**config.mk**
```make
export PLATFORM = sky130hd
export DESIGN_NAME = temp_alert_ctrl
export DESIGN_NICKNAME = d
export VERILOG_FILES = /design/src/rtl/tac_pkg.sv /design/src/rtl/tac_cfg_reg.sv /design/src/rtl/tac_limit_regs.sv /design/src/rtl/tac_fault_queue.sv /design/src/rtl/tac_alert_core.sv /design/src/rtl/temp_alert_ctrl.sv
export SDC_FILE = /design/constraint.sdc
export NUM_CORES = 1
export LEC_CHECK = 0
export CORE_MARGIN = 2
export CORE_UTILIZATION = 58
export CTS_CLUSTER_DIAMETER = 60
export CTS_CLUSTER_SIZE = 24
export DETAILED_ROUTE_END_ITERATION = 10
export PLACE_DENSITY = 0.89
export SETUP_SLACK_MARGIN = 0.5
export SLEW_MARGIN = 20
export SYNTH_ARGS = -nofsm -noshare
export SYNTH_HDL_FRONTEND = slang
export SYNTH_SLANG_ARGS = --single-unit
```
**constraint.sdc**
```tcl
create_clock -name clk -period 7.6 [get_ports clk]
set_input_delay 1.52 -clock clk [delete_from_list [all_inputs] [get_ports clk]]
set_output_delay 1.52 -clock clk [all_outputs]
set_load 0.01 [all_outputs]
```
**src/rtl/tac_pkg.sv**
```systemverilog
package tac_pkg;
  localparam int TEMP_W   = 13;
  localparam int NORM_W   = 12;
  localparam int BYTE_W   = 8;
  localparam int FQ_W     = 2;
  localparam int CNT_W    = 3;
  localparam int EXT_LOW  = TEMP_W - BYTE_W;
  localparam int NORM_LOW = NORM_W - BYTE_W;
  localparam int SEXT_W   = TEMP_W - NORM_W;

  typedef logic signed [TEMP_W-1:0] temp_t;

  typedef struct packed {
    logic            tm;
    logic            pol;
    logic [FQ_W-1:0] fq;
    logic            ext;
  } cfg_t;

  localparam cfg_t CFG_RST = '{tm: 1'b0, pol: 1'b0, fq: '0, ext: 1'b0};

  // consecutive-result run length for a queue select
  function automatic logic [CNT_W-1:0] fq_need(input logic [FQ_W-1:0] s);
    case (s)
      2'd0:    return CNT_W'(1);
      2'd1:    return CNT_W'(2);
      2'd2:    return CNT_W'(4);
      default: return CNT_W'(6);
    endcase
  endfunction

  // temperature word as a signed value for the active packing
  function automatic temp_t as_temp(input logic [TEMP_W-1:0] raw, input logic ext);
    if (ext) return temp_t'(raw);
    return temp_t'({{SEXT_W{raw[NORM_W-1]}}, raw[NORM_W-1:0]});
  endfunction

  // assemble a limit from its byte pair
  function automatic temp_t join_bytes(input logic [BYTE_W-1:0] hi_b,
                                       input logic [BYTE_W-1:0] lo_b,
                                       input logic ext);
    if (ext) return temp_t'({hi_b, lo_b[BYTE_W-1 -: EXT_LOW]});
    return temp_t'({{SEXT_W{hi_b[BYTE_W-1]}}, hi_b, lo_b[BYTE_W-1 -: NORM_LOW]});
  endfunction

  function automatic logic [BYTE_W-1:0] first_byte(input temp_t v, input logic ext);
    return ext ? v[TEMP_W-1 -: BYTE_W] : v[NORM_W-1 -: BYTE_W];
  endfunction

  function automatic logic [BYTE_W-1:0] second_byte(input temp_t v, input logic ext);
    if (ext) return {v[EXT_LOW-1:0], {(BYTE_W-EXT_LOW){1'b0}}};
    return {v[NORM_LOW-1:0], {(BYTE_W-NORM_LOW){1'b0}}};
  endfunction
endpackage

```
**src/rtl/tac_cfg_reg.sv**
```systemverilog
module tac_cfg_reg
  import tac_pkg::*;
(
  input  logic clk,
  input  logic rst_n,
  input  logic gcall,
  input  logic wr,
  input  cfg_t wr_data,
  output cfg_t cfg_q,
  output logic mode_chg
);
  // a write that alters mode or queue depth restarts counting
  assign mode_chg = wr && !gcall &&
                    ((wr_data.tm != cfg_q.tm) || (wr_data.fq != cfg_q.fq));

  always_ff @(posedge clk or negedge rst_n) begin
    if (!rst_n)     cfg_q <= CFG_RST;
    else if (gcall) cfg_q <= CFG_RST;
    else if (wr)    cfg_q <= wr_data;
  end

  p_gcall_mode_r10: assert property (@(posedge clk) disable iff (!rst_n)
    gcall |=> !cfg_q.tm);
endmodule

```
**src/rtl/tac_limit_regs.sv**
```systemverilog
module tac_limit_regs
  import tac_pkg::*;
#(
  parameter int HI_RST = 1280,
  parameter int LO_RST = 1200
) (
  input  logic              clk,
  input  logic              rst_n,
  input  logic              gcall,
  input  logic              wr_en,
  input  logic              wr_sel,
  input  logic [BYTE_W-1:0] wr_byte,
  input  logic              ext,
  input  logic              rd_sel,
  output temp_t             hi_q,
  output temp_t             lo_q,
  output logic [BYTE_W-1:0] rd_msb,
  output logic [BYTE_W-1:0] rd_lsb
);
  localparam int NLIM = 2;

  logic [BYTE_W-1:0]             hold_q;
  logic                          phase_q;
  logic                          commit;
  logic [NLIM-1:0][TEMP_W-1:0]   lim_v;
  temp_t                         rd_val;

  assign commit = wr_en && phase_q && !gcall;

  always_ff @(posedge clk or negedge rst_n) begin
    if (!rst_n) begin
      phase_q <= 1'b0;
      hold_q  <= '0;
    end else if (gcall) begin
      phase_q <= 1'b0;
      hold_q  <= '0;
    end else if (wr_en) begin
      phase_q <= !phase_q;
      if (!phase_q) hold_q <= wr_byte;
    end
  end

  // index 0 holds the low limit, index 1 the high limit
  for (genvar i = 0; i < NLIM; i++) begin : g_lim
    localparam temp_t RST_V = temp_t'((i == 1) ? HI_RST : LO_RST);
    temp_t q;
    always_ff @(posedge clk or negedge rst_n) begin
      if (!rst_n)                          q <= RST_V;
      else if (gcall)                      q <= RST_V;
      else if (commit && wr_sel == 1'(i))  q <= join_bytes(hold_q, wr_byte, ext);
    end
    assign lim_v[i] = q;
  end

  assign hi_q   = temp_t'(lim_v[1]);
  assign lo_q   = temp_t'(lim_v[0]);
  assign rd_val = rd_sel ? hi_q : lo_q;
  assign rd_msb = first_byte(rd_val, ext);
  assign rd_lsb = second_byte(rd_val, ext);

  p_lim_hold_r2: assert property (@(posedge clk) disable iff (!rst_n)
    (!wr_en && !gcall) |=> ($stable(hi_q) && $stable(lo_q)));
  p_first_byte_no_commit_r2: assert property (@(posedge clk) disable iff (!rst_n)
    (wr_en && !phase_q && !gcall) |=> ($stable(hi_q) && $stable(lo_q)));
endmodule

```
**src/rtl/tac_fault_queue.sv**
```systemverilog
module tac_fault_queue
  import tac_pkg::*;
(
  input  logic             clk,
  input  logic             rst_n,
  input  logic             clr,
  input  logic             step,
  input  logic             qual,
  input  logic [CNT_W-1:0] need,
  output logic             hit
);
  logic [CNT_W-1:0] cnt_q;
  logic [CNT_W-1:0] cnt_inc;

  assign cnt_inc = cnt_q + CNT_W'(1);
  assign hit     = step && qual && !clr && (cnt_inc == need);

  always_ff @(posedge clk or negedge rst_n) begin
    if (!rst_n)                      cnt_q <= '0;
    else if (clr)                    cnt_q <= '0;
    else if (step && (!qual || hit)) cnt_q <= '0;
    else if (step)                   cnt_q <= cnt_inc;
  end

  p_cnt_below_need_r5: assert property (@(posedge clk) disable iff (!rst_n)
    cnt_q < need);
  p_break_restarts_r5: assert property (@(posedge clk) disable iff (!rst_n)
    (step && !qual) |=> (cnt_q == '0));
endmodule

```
**src/rtl/tac_alert_core.sv**
```systemverilog
module tac_alert_core (
  input  logic clk,
  input  logic rst_n,
  input  logic gcall,
  input  logic tm,
  input  logic conv_done,
  input  logic shutdown,
  input  logic reg_rd,
  input  logic ack,
  input  logic mode_chg,
  input  logic ge_hi,
  input  logic lt_lo,
  input  logic hit,
  output logic fq_clr,
  output logic fq_step,
  output logic fq_qual,
  output logic alert_q
);
  logic sd_q;
  logic arm_lo_q;
  logic conv_evt;
  logic sd_rise;
  logic clr_req;

  assign conv_evt = conv_done && !shutdown;
  assign sd_rise  = shutdown && !sd_q;
  assign clr_req  = tm && alert_q && (reg_rd || ack);

  assign fq_clr  = gcall || sd_rise || mode_chg || clr_req;
  assign fq_step = conv_evt && !(tm && alert_q);
  assign fq_qual = tm ? (arm_lo_q ? lt_lo : ge_hi)
                      : (alert_q  ? lt_lo : ge_hi);

  always_ff @(posedge clk or negedge rst_n) begin
    if (!rst_n) sd_q <= 1'b0;
    else        sd_q <= shutdown;
  end

  always_ff @(posedge clk or negedge rst_n) begin
    if (!rst_n)                         alert_q <= 1'b0;
    else if (gcall || sd_rise || clr_req) alert_q <= 1'b0;
    else if (hit)                       alert_q <= tm ? 1'b1 : !alert_q;
  end

  always_ff @(posedge clk or negedge rst_n) begin
    if (!rst_n)                            arm_lo_q <= 1'b0;
    else if (gcall || sd_rise || mode_chg) arm_lo_q <= 1'b0;
    else if (clr_req)                      arm_lo_q <= !arm_lo_q;
  end

  p_shutdown_clears_r9: assert property (@(posedge clk) disable iff (!rst_n)
    sd_rise |=> !alert_q);
  p_int_clear_r7: assert property (@(posedge clk) disable iff (!rst_n)
    clr_req |=> !alert_q);
  p_gcall_clears_r10: assert property (@(posedge clk) disable iff (!rst_n)
    gcall |=> !alert_q);
  p_cmp_ignores_reads_r6: assert property (@(posedge clk) disable iff (!rst_n)
    (!tm && !conv_evt && !sd_rise && !gcall) |=> $stable(alert_q));
  p_arm_swaps_r8: assert property (@(posedge clk) disable iff (!rst_n)
    (clr_req && !gcall && !sd_rise && !mode_chg) |=> (arm_lo_q != $past(arm_lo_q)));
  p_rise_needs_conv_r5: assert property (@(posedge clk) disable iff (!rst_n)
    (!alert_q && !conv_evt) |=> !alert_q);
endmodule

```
**src/rtl/temp_alert_ctrl.sv**
```systemverilog
module temp_alert_ctrl
  import tac_pkg::*;
#(
  parameter int HI_RST_CODE = 1280,
  parameter int LO_RST_CODE = 1200
) (
  input  logic              clk,
  input  logic              rst_n,
  input  logic              conv_done,
  input  logic [TEMP_W-1:0] conv_temp,
  input  logic              cfg_wr,
  input  logic              cfg_tm,
  input  logic              cfg_pol,
  input  logic [FQ_W-1:0]   cfg_fq,
  input  logic              cfg_ext,
  input  logic              lim_wr_en,
  input  logic              lim_wr_sel,
  input  logic [BYTE_W-1:0] lim_wr_byte,
  input  logic              lim_rd_sel,
  output logic [BYTE_W-1:0] lim_rd_msb,
  output logic [BYTE_W-1:0] lim_rd_lsb,
  input  logic              reg_rd,
  input  logic              alert_resp_ack,
  input  logic              shutdown,
  input  logic              gen_call_rst,
  output logic              alert_flag,
  output logic              alert_pin,
  output logic              mode_tm
);
  cfg_t  cfg_q;
  cfg_t  cfg_wdata;
  logic  mode_chg;
  temp_t hi_q;
  temp_t lo_q;
  temp_t temp_now;
  logic  ge_hi;
  logic  lt_lo;
  logic  fq_clr;
  logic  fq_step;
  logic  fq_qual;
  logic  fq_hit;

  assign cfg_wdata = '{tm: cfg_tm, pol: cfg_pol, fq: cfg_fq, ext: cfg_ext};

  tac_cfg_reg u_cfg (
    .clk      (clk),
    .rst_n    (rst_n),
    .gcall    (gen_call_rst),
    .wr       (cfg_wr),
    .wr_data  (cfg_wdata),
    .cfg_q    (cfg_q),
    .mode_chg (mode_chg)
  );

  tac_limit_regs #(.HI_RST(HI_RST_CODE), .LO_RST(LO_RST_CODE)) u_lim (
    .clk     (clk),
    .rst_n   (rst_n),
    .gcall   (gen_call_rst),
    .wr_en   (lim_wr_en),
    .wr_sel  (lim_wr_sel),
    .wr_byte (lim_wr_byte),
    .ext     (cfg_q.ext),
    .rd_sel  (lim_rd_sel),
    .hi_q    (hi_q),
    .lo_q    (lo_q),
    .rd_msb  (lim_rd_msb),
    .rd_lsb  (lim_rd_lsb)
  );

  assign temp_now = as_temp(conv_temp, cfg_q.ext);
  assign ge_hi    = temp_now >= hi_q;
  assign lt_lo    = temp_now <  lo_q;

  tac_fault_queue u_fq (
    .clk   (clk),
    .rst_n (rst_n),
    .clr   (fq_clr),
    .step  (fq_step),
    .qual  (fq_qual),
    .need  (fq_need(cfg_q.fq)),
    .hit   (fq_hit)
  );

  tac_alert_core u_core (
    .clk       (clk),
    .rst_n     (rst_n),
    .gcall     (gen_call_rst),
    .tm        (cfg_q.tm),
    .conv_done (conv_done),
    .shutdown  (shutdown),
    .reg_rd    (reg_rd),
    .ack       (alert_resp_ack),
    .mode_chg  (mode_chg),
    .ge_hi     (ge_hi),
    .lt_lo     (lt_lo),
    .hit       (fq_hit),
    .fq_clr    (fq_clr),
    .fq_step   (fq_step),
    .fq_qual   (fq_qual),
    .alert_q   (alert_flag)
  );

  assign alert_pin = cfg_q.pol ? alert_flag : !alert_flag;
  assign mode_tm   = cfg_q.tm;

  p_pin_polarity_r11: assert property (@(posedge clk) disable iff (!rst_n)
    (alert_pin == alert_flag) == cfg_q.pol);
endmodule

```
==> Word-level counts from Yosys, hierarchy flattened <==
Index checks and enable logic that the tools add are counted.
{ "totals": {"register_bits": 46, "input_bits": 37, "out_inout_bits": 19, "word_cells": 100} }
{ "op_classes": {"n_addsub": 1, "n_lt_le_gt_ge": 2, "n_eq_ne": 6, "mux": 38, "bitwise": 1, "n_reduce_logical": 40} }
{ "ops": {"columns": ["op", "n"], "rows": [
  ["$mux 13", 10],
  ["$mux 8", 6],
  ["$mux 1", 16],
  ["$logic_and 1x1->1", 15],
  ["$ge 13x13->1", 1],
  ["$lt 13x13->1", 1],
  ["$reduce_bool 2->1", 6],
  ["$mux 5", 2],
  ["$logic_not 1->1", 9],
  ["$mux 3", 3],
  ["$pmux 3 s3", 1],
  ["$logic_or 1x1->1", 7],
  ["$add 3x1->3 const B", 1],
  ["$eq 3x3->1", 1],
  ["$reduce_bool 3->1", 1],
  ["$eq 2x1->1 const B", 1],
  ["$eq 2x2->1 const B", 1],
  ["$logic_not 2->1", 1],
  ["$ne 2x2->1", 1],
  ["$ne 2x2->1 const B", 1],
  ["$reduce_and 2->1", 1],
  ["$ne 1x1->1", 1],
  ["$not 1->1", 1]
]} }

==> Longest topological paths before layout <==
Gate-level depths: netlist of run 1.
{ "logic_depth": {"depth_word": 12, "ltp_mapped": 10, "mapped_depth_nobuf": 8} }

==> Hierarchy <==
Synthesis of run 1 repeated with hierarchy kept, for this count alone.
{ "hier_totals": {"cells_unflattened": 324, "area_unflattened_um2": 3213.1} }
{ "by_module_without_submodules": {"columns": ["module", "instances", "cells_per_inst", "area_per_inst_um2", "seq_area_each_um2"], "rows": [
  ["tac_limit_regs", 1, 178, 1908.1, 883.3],
  ["temp_alert_ctrl", 1, 88, 661.9, 0.0],
  ["tac_cfg_reg", 1, 21, 240.2, 125.1],
  ["tac_fault_queue", 1, 20, 216.5, 75.1],
  ["tac_alert_core", 1, 17, 186.4, 75.1]
]} }

==> Worst setup path after synthesis of run 1 <==
OpenSTA, ideal clock, no wires.
{ "synth_timing": {"path_kind": "input -> output", "start": "input port lim_rd_sel", "end": "output port lim_rd_lsb[6]", "arrival_time_ns": 2.360, "required_time_ns": 6.080, "slack_ns": 3.720, "stages": 4, "n_path_buf": 2, "path_cell_list": "clkbuf_1 -> buf_2 -> mux2i_1 -> mux2i_1"} }
{ "synth_via": {"elab_chain_len": 3} }
{ "synth_rtl": {"columns": ["item", "line_no", "source"], "rows": [
  ["from (decl)", "temp_alert_ctrl.sv:19", "input logic lim_rd_sel,"],
  ["$mux 13 *", "tac_limit_regs.sv:57", "assign rd_val = rd_sel ? hi_q : lo_q;"],
  ["$mux 8", "tac_pkg.sv:51", "if (ext) return {v[EXT_LOW-1:0], {(BYTE_W-EXT_LOW){1'b0}}};"],
  ["$mux 8 *", "tac_pkg.sv:52", "return {v[NORM_LOW-1:0], {(BYTE_W-NORM_LOW){1'b0}}};"],
  ["to (decl)", "temp_alert_ctrl.sv:21", "output logic [BYTE_W-1:0] lim_rd_lsb,"]
]} }
Every way passes the cells marked *; elsewhere a longest branch is shown, timed or not. The select of a mux whose other input is x is not followed.

==> Final worst setup path of run 1 <==
{ "layout_timing": {"start": "input port lim_rd_sel", "end": "output port lim_rd_msb[1]"} }
{ "layout_via": {"elab_chain_len": 2} }
{ "layout_rtl": {"columns": ["item", "line_no", "source"], "rows": [
  ["$mux 13", "tac_limit_regs.sv:57", null],
  ["$mux 8", "tac_pkg.sv:47", "return ext ? v[TEMP_W-1 -: BYTE_W] : v[NORM_W-1 -: BYTE_W];"],
  ["to (decl)", "temp_alert_ctrl.sv:20", "output logic [BYTE_W-1:0] lim_rd_msb,"]
]} }
Every way passes these cells.

==> results.json, run 1 <==
{
  "crit_arrival_ns": 3.53,
  "clockBufferDepth": 2,
  "rsz0062_at_grt": "no",
  "reg2reg_to": "u_fq.cnt_q[1]",
  "cts.sinks": 46,
  "crit_fanout": 13,
  "dr_wl_met3_um": 292,
  "cts_tree": "built",
  "reg2reg_depth": 8,
  "clk_latency_ns": 0.30,
  "route.detailed.drc": 0,
  "vdd_drop_max_mv": 0.109,
  "ctsResizeCount": 0,
  "fin_nets": 451,
  "antenna_found_initial": 0,
  "grt.overflow.total": 0,
  "num_antenna_cells": 0,
  "synth_cell_types": 53,
  "holdPathEnd": "u_fq.cnt_q[1]",
  "fillers": 395,
  "grt_pass1_wl_um": 12100,
  "synthCells": 344,
  "yosysWarnings": 0,
  "finalMaxSlewViolations": 0,
  "first_pass_iters": 4,
  "hold_path_startpoint": "u_fq.cnt_q[1]",
  "start_util": 0.591,
  "ctsHoldBuffers": 0,
  "grt_max_degree": 47,
  "postRouteAntennaNets": 0,
  "viasPerCell": 5.76,
  "synth_seq_cells": 46,
  "end_kind": "output port",
  "r2r-start": "u_cfg.cfg_q[0]",
  "rows": 27,
  "drt_iter0_drc": 141,
  "wire_per_inst_um": 16.1,
  "finClkSkew_ns": 0.0125,
  "area_growth_pct": 20.3,
  "first_global_vias": 2455,
  "max_freq_ghz": 0.198,
  "clock_tree.root_cell": "clkbuf_8",
  "hold_depth": 2,
  "final_common_cell": "clkdlybuf4s50_1",
  "slew_headroom": 0.479,
  "die_y_um": 78.2,
  "num_vias": 2656,
  "period_minus_slack_ns": 5.05,
  "power_leakage_nw": 1.66,
  "final_min_period_over_clock_period": 0.665,
  "dp.cells": 453,
  "dr_wl_met2_um": 3530,
  "final_cell_mix": "51 x clkdlybuf4s50_1, 40 x mux2i_1, 40 x dfrtp_1, 31 x nand2_1, 30 x inv_1",
  "hold_class": "reg -> reg",
  "crit_required_ns": 6.08,
  "gp_congestion": 0.933,
  "core_area_um2": 5410,
  "fin_tns_setup_ns": 0,
  "grt_usage": 0.248,
  "synthFlopType": "dfrtp_1",
  "maxCapViolations": 0,
  "die_area_um2": 6120,
  "path_class": "in -> out",
  "ios": 56,
  "drive_above_1_share": 0.0720,
  "max_slew.worst_pin.slew_ns": 0.779,
  "wl_met1_um": 3500,
  "final_cells": 461,
  "wl_um": 7400,
  "reg2reg_slack_ns": 4.98,
  "cp-start-kind": "primary input",
  "synth-async-reset-ratio": 1.00,
  "syn_area_per_cell_um2": 9.29,
  "status": "finished, final reports clean",
  "synth.cell_area_um2": 3200,
  "path_clk_slew_ns": 0.09,
  "finalHoldViolCount": 0,
  "seq_area_frac_synth": 0.363,
  "port_buffers": 52,
  "cts_buffers": 5,
  "setup_viol": 0,
  "h-tree-depth": 2,
  "dp_hpwl_um": 5740,
  "top_layer_used": "met4",
  "die_x_um": 78.2,
  "powerDensity_nw_per_um2": 144,
  "cts_setup_buffers": 0,
  "synth-edff-count": 0
}
==> synth_stat cells, types with 2 or more instances <==
| cell type | instances | area share |
|---|---|---|
| a21o_1 | 4 | 0.0094 |
| a31oi_1 | 3 | 0.0059 |
| mux2i_1 | 40 | 0.13 |
| buf_2 | 7 | 0.011 |
| buf_4 | 4 | 0.0094 |
| dfstp_2 | 6 | 0.049 |
| o21ai_0 | 15 | 0.023 |
| xor2_1 | 4 | 0.011 |
| o21ai_1 | 2 | 0.0031 |
| o211ai_1 | 2 | 0.0047 |
| nand2b_1 | 5 | 0.0098 |
| inv_1 | 30 | 0.035 |
| nor3b_1 | 2 | 0.0047 |
| nor2_1 | 27 | 0.032 |
| xnor2_1 | 3 | 0.0082 |
| clkbuf_1 | 8 | 0.0094 |
| a211oi_1 | 15 | 0.035 |
| and3_1 | 2 | 0.0039 |
| dfrtp_1 | 40 | 0.31 |
| a211o_1 | 3 | 0.0082 |
| nand4_1 | 2 | 0.0039 |
| and2_1 | 3 | 0.0059 |
| nand3_1 | 4 | 0.0063 |
| a21oi_1 | 17 | 0.027 |
| and4_1 | 4 | 0.011 |
| or3_1 | 5 | 0.0098 |
| nand2_1 | 31 | 0.036 |
| nor2b_1 | 5 | 0.0098 |
| ha_1 | 26 | 0.10 |
| nor3_1 | 2 | 0.0031 |
==> worst max-delay path by stage <==
stage	from	to	slack [ns]	cells past startpoint
floorplan	lim_rd_sel	lim_rd_lsb[6]	3.72	4
global placement	lim_rd_sel	lim_rd_msb[4]	2.63	4
detailed placement	lim_rd_sel	lim_rd_msb[4]	2.57	4
CTS	lim_rd_sel	lim_rd_msb[1]	2.58	4
global route	lim_rd_sel	lim_rd_msb[1]	2.44	4
finish	lim_rd_sel	lim_rd_msb[1]	2.55	4
==> cells by family after synthesis <==
group / Yosys count / share of synthesized area
adders and majority gates: 26 / 0.102
and+or+nand+nor: 99 / 0.159
xor gates and xnor gates: 7 / 0.0192
other: 1 / 0.00117
muxes: 42 / 0.136
AOI/OAI and AO/OA: 73 / 0.155
DFF: 46 / 0.363
buffers and inverters: 50 / 0.0662
==> metal layers <==
| metal | GRT usage | vias up |
|---|---|---|
| met2 | 0.391 | 59 |
| met3 | 0.0379 | 10 |
| li1 | - | 1302 |
| met1 | 0.368 | 1285 |
| met4 | 0.0491 | 0 |
| met5 | 0 | - |
==> sequential cells by signal, indices dropped and copies added, names as in the netlist <==
register	count
u_lim.hi_q	13
u_lim.lo_q	13
u_lim.hold_q	8
u_cfg.cfg_q	5
u_fq.cnt_q	3
u_core.alert_q	1
u_core.arm_lo_q	1
u_core.sd_q	1
u_lim.phase_q	1
==> power breakdown <==
group	total [mW]	switching (mW)	internal [mW]
combinational	0.114	0.0576	0.0563
clock	0.179	0.0825	0.0968
sequential	0.262	0.00871	0.253
total	0.555	0.149	0.406
==> critical path, cell delays in order <==
cell	delay [ns]
clkdlybuf4s50_1	0.98
mux2i_1	0.23
mux2i_1	0.23
clkdlybuf4s50_1	0.57
==> final cells by class <==
class | count | area [um2] | share of cell area
clock buffer | 5 | 68.8 | 0.0179
clock inverter | 3 | 40.0 | 0.0104
inverter | 30 | 113 | 0.0293
multi-input combinational | 250 | 1830 | 0.477
sequential | 46 | 1160 | 0.301
tap | 72 | 90.1 | 0.0234
timing repair buffer | 55 | 541 | 0.141
==> through the flow <==
step	hold slack [ns]	total power, mW	area, um2	util	setup slack [ns]
global placement	0.477	0.375	3730	0.691	2.63
finish	0.535	0.555	3840	0.711	2.55
CTS	0.522	0.556	3840	0.711	2.58
global route	0.560	0.579	3840	0.711	2.44
detailed placement	0.501	0.380	3730	0.691	2.57
floorplan	0.460	0.329	3200	-	3.72
Note: power is estimated with default switching activity, not from simulation.
==> run 2: changes to the inputs <==
--- a/config.mk
+++ b/config.mk
@@ -6,11 +6,11 @@
 export NUM_CORES = 1
 export LEC_CHECK = 0
 export CORE_MARGIN = 2
-export CORE_UTILIZATION = 58
+export CORE_UTILIZATION = 48
 export CTS_CLUSTER_DIAMETER = 60
 export CTS_CLUSTER_SIZE = 24
 export DETAILED_ROUTE_END_ITERATION = 10
-export PLACE_DENSITY = 0.89
+export PLACE_DENSITY = 0.79
 export SETUP_SLACK_MARGIN = 0.5
 export SLEW_MARGIN = 20
 export SYNTH_ARGS = -nofsm -noshare
==> constraint.sdc (replaced) <==
create_clock -name clk -period 4.6 [get_ports clk]
set_input_delay 0.92 -clock clk [delete_from_list [all_inputs] [get_ports clk]]
set_output_delay 0.92 -clock clk [all_outputs]
set_load 0.01 [all_outputs]
==> run 2 against run 1 <==
Net effect: wire length fell by 1.4%; power rose by 56%; non-clock buffer count did not move; worst setup slack worse by 1.8 ns; final cell count up 1.1%; sequential cell count stayed put; utilization is 11 points lower; global-route usage shrank 4.1 points; critical path depth is the same; largest cell class unchanged; largest power group unchanged.
==> results.json, run 2 (synthesis results as in run 1) <==
{
  "vdd_drop_max_mv": 0.175,
  "p_comb_frac": 0.218,
  "first_global_vias": 2482,
  "p_sw_mw": 0.248,
  "path_class": "in -> out",
  "route.detailed.drc": 0,
  "grt_usage": 0.207,
  "cts_buffers": 5,
  "path_delay_family": "buffers and inverters",
  "die_x_um": 85.6,
  "cp-start-kind": "primary input",
  "drt_iter0_drc": 160,
  "wire_per_inst_um": 15.7,
  "final_min_period_over_clock_period": 0.834,
  "dr_wl_met3_um": 281,
  "cts_tree": "built",
  "final_cell_mix": "51 x clkdlybuf4s50_1, 40 x mux2i_1, 40 x dfrtp_1, 31 x nand2_1, 30 x inv_1",
  "core_area_um2": 6390,
  "drive_above_1_share": 0.0720,
  "first_pass_iters": 4,
  "cp.depth": 4,
  "path_cells": "clkdlybuf4s50_1 > mux2i_1 > mux2i_1 > clkdlybuf4s50_1",
  "num_vias": 2596,
  "grt.overflow.total": 0,
  "slew_headroom": 0.481,
  "path_clk_slew_ns": 0.09,
  "dr_wl_met2_um": 3230,
  "gp_congestion": 0.883,
  "rsz0062_at_grt": "no",
  "max_freq_ghz": 0.261,
  "p_int_mw": 0.619,
  "powerDensity_nw_per_um2": 226,
  "top_layer_used": "met4",
  "max_slew.worst_pin.slew_ns": 0.777,
  "grt_pass1_wl_um": 12100,
  "wl_um": 7300,
  "slowest_stage": "clkdlybuf4s50_1",
  "h-tree-depth": 2,
  "antenna_found_initial": 0,
  "ios": 56,
  "ctsResizeCount": 0,
  "crit_required_ns": 3.68,
  "critPathMaxStageDelay_ns": 0.97,
  "reg2reg_slack_ns": 2.04,
  "clk_latency_ns": 0.30,
  "finalMaxSlewViolations": 0,
  "setup_viol": 0,
  "maxCapViolations": 0,
  "switching_share": 0.286,
  "reg2reg_depth": 8,
  "start_util": 0.500,
  "status": "finished, final reports clean",
  "crit_arrival_ns": 2.92,
  "cts_setup_buffers": 0,
  "power_leakage_nw": 1.64,
  "crit_fanout": 13,
  "reg2reg_to": "u_fq.cnt_q[1]",
  "hold_class": "reg -> reg",
  "finClkSkew_ns": 0.00997,
  "grt_max_degree": 47,
  "finalHoldViolCount": 0,
  "die_y_um": 85.6,
  "port_buffers": 52,
  "p_seq_frac": 0.499,
  "ctsHoldBuffers": 0,
  "end_kind": "output port",
  "rows": 29,
  "fin_nets": 451,
  "cts.sinks": 46,
  "fin_tns_setup_ns": 0,
  "postRouteAntennaNets": 0,
  "placed_cell_area_um2": 3740,
  "die_area_um2": 7330,
  "clkPwrFrac": 0.283,
  "r2r-start": "u_cfg.cfg_q[0]",
  "area_growth_pct": 19.9,
  "wl_met1_um": 3600,
  "viasPerCell": 5.57,
  "critPathCapture": "lim_rd_msb[6]",
  "path_buf_inv": 2,
  "num_antenna_cells": 0,
  "period_minus_slack_ns": 3.84,
  "clock_tree.root_cell": "clkbuf_8",
  "startpoint": "lim_rd_sel",
  "fin_area_um2": 3830,
  "clockBufferDepth": 2,
  "final_common_cell": "clkdlybuf4s50_1",
  "dp_hpwl_um": 5720
}
run 2: changes by cell type in the layout (fill, tap and decap cells not counted):
cell	previous run	this run
clkinv_4	0	1
clkinv_2	2	1
clkinvlp_4	0	1
bufinv_16	1	0
run 2: how the worst min path moves through the flow:
stage	slack, ns	from	endpoint	depth (start not counted)
floorplan	0.46	u_fq.cnt_q[1]	u_fq.cnt_q[1]	2
global placement	0.47	u_fq.cnt_q[1]	u_fq.cnt_q[1]	2
detailed placement	0.52	u_fq.cnt_q[1]	u_fq.cnt_q[1]	2
CTS	0.54	u_fq.cnt_q[1]	u_fq.cnt_q[1]	2
global route	0.56	u_fq.cnt_q[1]	u_fq.cnt_q[1]	2
finish	0.54	u_fq.cnt_q[1]	u_fq.cnt_q[1]	2
run 2: per-layer routing:
layer,vias up,track usage
met3,10,0.0308
met2,68,0.311
met4,0,0.0765
met5,-,0
met1,1218,0.304
li1,1300,-
run 2: layout make-up:
cell class / count / area (um2)
flip-flops and latches: 46 / 1160
fillers: 535 / 2550
repair buffers: 55 / 541
multi-input cells: 250 / 1830
clock inverters: 3 / 21.3
inverters: 30 / 113
clock buffers: 5 / 68.8
well taps: 77 / 96.3
run 2: power by group through the flow:
stage	combinational (mW)	sequential [mW]	clock (mW)
floorplan	0.110	0.434	0
global placement	0.183	0.439	0
detailed placement	0.189	0.440	0
CTS	0.190	0.432	0.254
global route	0.208	0.434	0.271
finish	0.189	0.432	0.245
run 2: tightest hold or removal path, delay by kind of cell (launching register included):
family / cells / cell delay [ns]
simple gates: 1 / 0.05
compound gates: 1 / 0.08
flops: 1 / 0.37
run 2: stage by stage:
| stage | total power, mW | utilization | hold WS [ns] | setup slack [ns] | std cells |
|---|---|---|---|---|---|
| floorplan | 0.544 | - | 0.460 | 1.92 | 346 |
| global placement | 0.622 | 0.585 | 0.474 | 0.802 | 458 |
| detailed placement | 0.629 | 0.585 | 0.515 | 0.784 | 458 |
| CTS | 0.876 | 0.600 | 0.537 | 0.781 | 466 |
| global route | 0.913 | 0.600 | 0.560 | 0.661 | 466 |
| finish | 0.866 | 0.600 | 0.539 | 0.763 | 466 |
